<file path="src/rtl/cps_pkg.sv">
package cps_pkg;

  typedef enum logic [2:0] {
    ST_IDLE   = 3'd0,
    ST_PWRUP  = 3'd1,
    ST_RSTREL = 3'd2,
    ST_CHKUP  = 3'd3,
    ST_RSTSET = 3'd4,
    ST_PWRDN  = 3'd5,
    ST_CHKDN  = 3'd6
  } seq_state_t;

endpackage

</file>
<file path="src/rtl/cps_mask_filter.sv">
module cps_mask_filter #(
  parameter int NCORES = 4,
  parameter logic [NCORES-1:0] HOST_MASK = '1
) (
  input  logic [NCORES-1:0] raw_mask,
  output logic [NCORES-1:0] eff_mask,
  output logic              eff_empty
);
  always_comb begin
    eff_mask  = raw_mask & HOST_MASK;
    eff_empty = (eff_mask == '0);
  end
endmodule

</file>
<file path="src/rtl/cps_core_status.sv">
module cps_core_status #(
  parameter int NCORES = 4
) (
  input  logic [NCORES-1:0] sel,
  input  logic [NCORES-1:0] pwr_req,
  input  logic [NCORES-1:0] pwr_ack,
  input  logic [NCORES-1:0] rst_ack,
  input  logic [NCORES-1:0] stall,
  output logic              all_on,
  output logic              ack_all,
  output logic              ack_none,
  output logic              rst_all,
  output logic              rst_none
);
  always_comb begin
    ack_all  = ((pwr_ack & sel) == sel);
    ack_none = ((pwr_ack & sel) == '0);
    rst_all  = ((rst_ack & sel) == sel);
    rst_none = ((rst_ack & sel) == '0);
    all_on   = ((pwr_req & pwr_ack & sel) == sel) &&
               (((rst_ack | stall) & sel) == '0);
  end
endmodule

</file>
<file path="src/rtl/cps_wait_timer.sv">
module cps_wait_timer #(
  parameter int CW = 8
) (
  input  logic          clk,
  input  logic          rst,
  input  logic          restart,
  input  logic [CW-1:0] limit,
  output logic          expired
);
  logic [CW-1:0] cnt_q;

  always_ff @(posedge clk) begin
    if (rst || restart) begin
      cnt_q <= '0;
    end else if (cnt_q != '1) begin
      cnt_q <= cnt_q + 1'b1;
    end
  end

  always_comb expired = (cnt_q >= (limit - 1'b1));
endmodule

</file>
<file path="src/rtl/core_pwr_seq.sv">
module core_pwr_seq
  import cps_pkg::*;
#(
  parameter int NCORES = 4,
  parameter logic [NCORES-1:0] HOST_MASK = '1,
  parameter int TO_PWRUP = 64,
  parameter int TO_RST   = 64,
  parameter int TO_PWRDN = 256
) (
  input  logic              clk,
  input  logic              rst,
  input  logic              cmd_valid,
  input  logic              cmd_enable,
  input  logic [NCORES-1:0] cmd_mask,
  output logic              busy,
  output logic              done,
  output logic              err,
  output logic [NCORES-1:0] pwr_req,
  output logic [NCORES-1:0] core_rst,
  output logic [NCORES-1:0] core_stall,
  input  logic [NCORES-1:0] pwr_ack,
  input  logic [NCORES-1:0] rst_ack
);
  localparam int TO_MAX = (TO_PWRDN > TO_PWRUP) ?
                          ((TO_PWRDN > TO_RST) ? TO_PWRDN : TO_RST) :
                          ((TO_PWRUP > TO_RST) ? TO_PWRUP : TO_RST);
  localparam int CW = $clog2(TO_MAX + 1) + 1;

  seq_state_t state_q, state_d;
  logic [NCORES-1:0] sel_q, req_q, rst_q, stl_q;
  logic done_q, err_q;

  logic [NCORES-1:0] filt_mask, eval_mask;
  logic filt_empty;
  logic all_on, ack_all, ack_none, rst_all, rst_none;
  logic tmr_restart, tmr_expired;
  logic [CW-1:0] tmr_limit;

  logic [NCORES-1:0] req_set, req_clr, rst_set, rst_clr, stl_set, stl_clr;
  logic take_sel, fin, fin_err;

  cps_mask_filter #(.NCORES(NCORES), .HOST_MASK(HOST_MASK)) u_filter (
    .raw_mask (cmd_mask),
    .eff_mask (filt_mask),
    .eff_empty(filt_empty)
  );

  always_comb eval_mask = (state_q == ST_IDLE) ? filt_mask : sel_q;

  cps_core_status #(.NCORES(NCORES)) u_status (
    .sel     (eval_mask),
    .pwr_req (req_q),
    .pwr_ack (pwr_ack),
    .rst_ack (rst_ack),
    .stall   (stl_q),
    .all_on  (all_on),
    .ack_all (ack_all),
    .ack_none(ack_none),
    .rst_all (rst_all),
    .rst_none(rst_none)
  );

  always_comb begin
    case (state_q)
      ST_PWRUP: tmr_limit = CW'(TO_PWRUP);
      ST_PWRDN: tmr_limit = CW'(TO_PWRDN);
      default:  tmr_limit = CW'(TO_RST);
    endcase
  end

  always_comb tmr_restart = (state_d != state_q);

  cps_wait_timer #(.CW(CW)) u_timer (
    .clk    (clk),
    .rst    (rst),
    .restart(tmr_restart),
    .limit  (tmr_limit),
    .expired(tmr_expired)
  );

  always_comb begin
    state_d  = state_q;
    req_set  = '0; req_clr = '0;
    rst_set  = '0; rst_clr = '0;
    stl_set  = '0; stl_clr = '0;
    take_sel = 1'b0;
    fin      = 1'b0;
    fin_err  = 1'b0;
    case (state_q)
      ST_IDLE: begin
        if (cmd_valid) begin
          take_sel = 1'b1;
          if (filt_empty) begin
            fin = 1'b1;
          end else if (cmd_enable) begin
            if (all_on) begin
              fin = 1'b1;
            end else begin
              req_set = filt_mask;
              state_d = ST_PWRUP;
            end
          end else begin
            stl_set = filt_mask;
            rst_set = filt_mask;
            state_d = ST_RSTSET;
          end
        end
      end
      ST_PWRUP: begin
        if (ack_all) begin
          rst_clr = sel_q;
          state_d = ST_RSTREL;
        end else if (tmr_expired) begin
          fin = 1'b1; fin_err = 1'b1; state_d = ST_IDLE;
        end
      end
      ST_RSTREL: begin
        if (rst_none) begin
          stl_clr = sel_q;
          state_d = ST_CHKUP;
        end else if (tmr_expired) begin
          fin = 1'b1; fin_err = 1'b1; state_d = ST_IDLE;
        end
      end
      ST_CHKUP: begin
        fin     = 1'b1;
        state_d = ST_IDLE;
        if (!all_on) begin
          stl_set = sel_q;
          rst_set = sel_q;
          fin_err = 1'b1;
        end
      end
      ST_RSTSET: begin
        if (rst_all) begin
          req_clr = sel_q;
          state_d = ST_PWRDN;
        end else if (tmr_expired) begin
          fin = 1'b1; fin_err = 1'b1; state_d = ST_IDLE;
        end
      end
      ST_PWRDN: begin
        if (ack_none) begin
          state_d = ST_CHKDN;
        end else if (tmr_expired) begin
          fin = 1'b1; fin_err = 1'b1; state_d = ST_IDLE;
        end
      end
      ST_CHKDN: begin
        fin     = 1'b1;
        fin_err = all_on;
        state_d = ST_IDLE;
      end
      default: state_d = ST_IDLE;
    endcase
  end

  always_ff @(posedge clk) begin
    if (rst) begin
      state_q <= ST_IDLE;
      sel_q   <= '0;
      req_q   <= '0;
      rst_q   <= '1;
      stl_q   <= '1;
      done_q  <= 1'b0;
      err_q   <= 1'b0;
    end else begin
      state_q <= state_d;
      if (take_sel) sel_q <= filt_mask;
      req_q  <= (req_q | req_set) & ~req_clr;
      rst_q  <= (rst_q | rst_set) & ~rst_clr;
      stl_q  <= (stl_q | stl_set) & ~stl_clr;
      done_q <= fin;
      err_q  <= fin & fin_err;
    end
  end

  always_comb begin
    busy       = (state_q != ST_IDLE);
    done       = done_q;
    err        = err_q;
    pwr_req    = req_q;
    core_rst   = rst_q;
    core_stall = stl_q;
  end
endmodule

</file>
<file path="config.mk">
export PLATFORM = sky130hd
export DESIGN_NAME = core_pwr_seq
export DESIGN_NICKNAME = d
export VERILOG_FILES = /design/src/rtl/cps_pkg.sv /design/src/rtl/cps_mask_filter.sv /design/src/rtl/cps_core_status.sv /design/src/rtl/cps_wait_timer.sv /design/src/rtl/core_pwr_seq.sv
export SDC_FILE = /design/constraint.sdc
export NUM_CORES = 1
export LEC_CHECK = 0
export ABC_AREA = 1
export BUFFER_PORTS_ARGS = -buffer_cell sky130_fd_sc_hd__buf_4
export CORE_ASPECT_RATIO = 2
export CORE_UTILIZATION = 51
export DETAILED_ROUTE_END_ITERATION = 8
export PLACE_DENSITY_LB_ADDON = 0.15
export SYNTH_ARGS = -nofsm -noshare
export SYNTH_HDL_FRONTEND = slang
export SYNTH_SLANG_ARGS = --single-unit
</file>
<file path="constraint.sdc">
create_clock -name clk -period 2.3 [get_ports clk]
set_input_delay 0.23 -clock clk [delete_from_list [all_inputs] [get_ports clk]]
set_output_delay 0.23 -clock clk [all_outputs]
set_load 0.05 [all_outputs]
</file>
==> impl_metrics.csv <==
group,metric,value,unit
cts,cts_tree,"done",
global_routing,grt_pass1_wl,9060,um
pwr,combPwrFrac,44.4,%
worst_setup_path,r2r_slack,0.12,ns
logic_synthesis,synth_top_area_share,31.7,%
layout,layout.nets,361,
die,core,3650,sq um
cts,numCtsBuffers,5,
drt,vias,2135,
timing,rsz0062_at_grt,"yes",
pwr,ir_drop,0.698,mV
timing,tightest_slew,0.461,ns
layout,synthToLayoutAreaGrowth,27.2,%
worst_setup_path,max_stage_delay,0.36,ns
die,die_w,45.8,um
layout,diodes,0,
logic_synthesis,yosysSeqAreaShare,31.7,%
drt,dr.first_iter.drc_count,62,
pwr,switching_share,42.6,%
cts,cts.root.buffer_cell,"clkbuf_8",
place,place_congestion,0.949,
drt,wl_per_cell,14.4,um
job,max_cap_viol_count,0,
pwr,intPower,1190,uW
timing,worst_clock_skew,0.0105,ns
pwr,p_seq_share,29.2,%
drt,drt-total-wl,5630,um
timing,slew_headroom,69.0,%
die,die_h,89.7,um
timing,period_share,95.0,%
cts,clock_sinks,31,
die,ios,31,
worst_setup_path,crit_top_cell,"nand2_2",
place,portBuffers,30,
worst_setup_path,crit_path_max_fanout,5,
global_routing,antenna_found_initial,0,
timing,holdWs,0.220,ns
timing,slew_violations,0,
worst_setup_path,crit_slowest_cell,"dfxtp_4",
worst_hold_path,worstHoldPathType,"input pin to flip-flop",
logic_synthesis,synth_area,1960,sq um
global_routing,grt_pass1_vias,2003,
logic_synthesis,yosys.cell_types.count,29,
cts,path_clk_slew,0.08,ns
drt,dr.pass1.iters,4,
pwr,cellPowerDensity,835,nW/um^2
logic_synthesis,ys_seq_elements,31,
worst_setup_path,cp-end-kind,"flip-flop",
timing,finalHoldViolCount,0,
pwr,p_clk_share,26.4,%
timing,finalCriticalPeriod,2.18,ns
layout,layout-drive-gt1-share,27.7,%
die,die_area,4110,sq um
die,start_util,53.7,%
pwr,p_switching,887,uW
worst_setup_path,arrival,2.42,ns
logic_synthesis,syn-mean-instance-area,6.55,sq um
timing,fmax,458,MHz
drt,ant_nets,0,
drt,via_per_inst,5.45,
logic_synthesis,synth_area_leaders,"dfxtp_1, nand2_1, nand3_1",
logic_synthesis,synth_nets,318,
global_routing,grt-ovfl-total,0,
global_routing,grt_max_degree,14,
worst_setup_path,crit_chain,"inv_4 -> nand2_4 -> nor2_4 -> inv_2 -> ha_4 -> nand2_1 -> nor3b_4 -> nand2_2 -> nor2_2 -> inv_1 -> nand2_1 -> nand2_2 -> nand4_4 -> nand2_2 -> nor2_4 -> nand2_4 -> nor2_2",
logic_synthesis,yosys.area.top_type,"dfxtp_1",
die,num_rows,31,
global_routing,grt_use_total,31.1,%
cts,clock_latency,0.30,ns
status,status,"completed",
worst_setup_path,critPathLaunchType,"flip-flop",
pwr,p_total,2080,uW
place,dp_hpwl,4340,um
worst_setup_path,criticalPathCategory,"flip-flop to flip-flop",
cts,cts_buffer_depth,2,
cts,cts.htree.levels,2,
worst_setup_path,required,2.53,ns
drt,drc_errors,0,
timing,setup_viol,0,
logic_synthesis,ys.warnings.count,0,
pwr,power.leakage,0.00118,uW
logic_synthesis,syn_inst,299,
==> area by class of cell <==
class | count | area, sq um
Multi-Input combinational cell | 217 | 1230
Fill cell | 350 | 1150
Sequential cell | 31 | 624
Timing Repair Buffer | 36 | 270
Inverter | 51 | 194
Clock buffer | 5 | 68.8
Tap cell | 49 | 61.3
Clock inverter | 3 | 43.8
==> final timing paths <==
check,cells after the start,startpoint,end
worst min-delay path,2,rst,sel_q[0]
worst max-delay path,17,state_q[1],u_timer.cnt_q[0]
worst max register to register,17,state_q[1],u_timer.cnt_q[0]
worst min register to register,2,sel_q[3],sel_q[3]
==> metal layers <==
layer,GRT usage (%),share of wire [%],vias to the layer above,wire (um)
li1,-,-,1059,-
met1,29.5,33,959,1870
met2,54.0,54,86,3060
met3,8.20,5.6,31,314
met4,24.1,6.8,0,384
met5,0,0,-,0
==> kinds of logic (layout without fill, tap and decap cells) <==
group,after synthesis,in the layout,synth area share [%]
buffers and inverters,52,95,9.96
flip-flops,31,31,31.7
AO/OA/AOI/OAI,35,35,10.1
multiplexers,1,1,0.511
XOR/XNOR,6,6,2.68
AND/OR/NAND/NOR,171,172,43.2
adder cells (fa/ha/maj),3,3,1.92
==> what timing repair did <==
item / 4_1_cts / 5_1_grt
gates resized for setup: 0 / 22
endpoints found under the setup margin: 0 / 10
buffers inserted: 0 / 2
hold buffers: 0 / 0
==> cell usage after synthesis, drive strengths merged <==
| cell type | n |
|---|---|
| o22ai | 12 |
| nor4 | 1 |
| o211ai | 1 |
| o31ai | 1 |
| clkbuf | 1 |
| nor3b | 1 |
| nand2 | 77 |
| ha | 3 |
| a22oi | 1 |
| nor3 | 4 |
| xnor2 | 3 |
| nand4 | 5 |
| nand3b | 2 |
| inv | 50 |
| mux2i | 1 |
| clkinv | 1 |
| dfxtp | 31 |
| o21ai | 12 |
| nor2 | 40 |
| a21oi | 8 |
| xor2 | 3 |
| nand3 | 41 |
==> registers in the layout, indices dropped and copies added (netlist names) <==
signal,flops
core_rst,4
core_stall,4
done,1
err,1
pwr_req,4
sel_q,4
state_q,3
u_timer.cnt_q,10
==> power by group through the flow <==
stage	Combinational (uW)	Sequential [uW]	Clock, uW
2_1_floorplan	583	657	0
3_3_place_gp	835	613	0
3_5_place_dp	846	614	0
4_1_cts	851	602	555
5_1_grt	1020	613	576
6_report	923	608	549
==> metrics by stage <==
step | utilization, % | cell area, sq um | setup TNS (ns) | setup WS, ns | cells
6_report | 68.4 | 2490 | 0 | 0.115 | 392
5_1_grt | 68.4 | 2490 | -0.162 | -0.0450 | 392
4_1_cts | 65.4 | 2380 | 0 | 0.00989 | 389
3_5_place_dp | 62.3 | 2270 | 0 | 0.0150 | 381
3_3_place_gp | 62.3 | 2270 | 0 | 0.0783 | 381
2_1_floorplan | - | 1960 | 0 | 0.00712 | 299
==> layout by cell type (no fill, tap or decap), types with 2 or more instances in the layout <==
| cell | netlist | final |
|---|---|---|
| nand4_1 | 4 | 4 |
| clkbuf_8 | 0 | 5 |
| inv_1 | 46 | 44 |
| nand2_1 | 63 | 59 |
| nor2_4 | 2 | 3 |
| o21ai_0 | 10 | 10 |
| a21oi_1 | 8 | 8 |
| o22ai_1 | 12 | 12 |
| o21ai_2 | 0 | 2 |
| nor2_2 | 14 | 15 |
| xnor2_1 | 3 | 3 |
| nand2_4 | 6 | 8 |
| nor2_1 | 24 | 22 |
| nand3_2 | 0 | 2 |
| buf_4 | 0 | 36 |
| dfxtp_1 | 31 | 30 |
| nand2_2 | 8 | 11 |
| ha_1 | 3 | 2 |
| inv_2 | 4 | 5 |
| nor3_1 | 4 | 4 |
| xor2_1 | 3 | 3 |
| nand3_1 | 41 | 39 |
| nand3b_1 | 2 | 2 |
==> critical path: cells and delay by family, from the launching register on <==
kind          cells  cell delay [ns]
fa+ha+maj         1             0.21
simple gates     13             1.39
buf+inv           3             0.17
flops             1             0.36
Power figures use the tool's default switching activity.
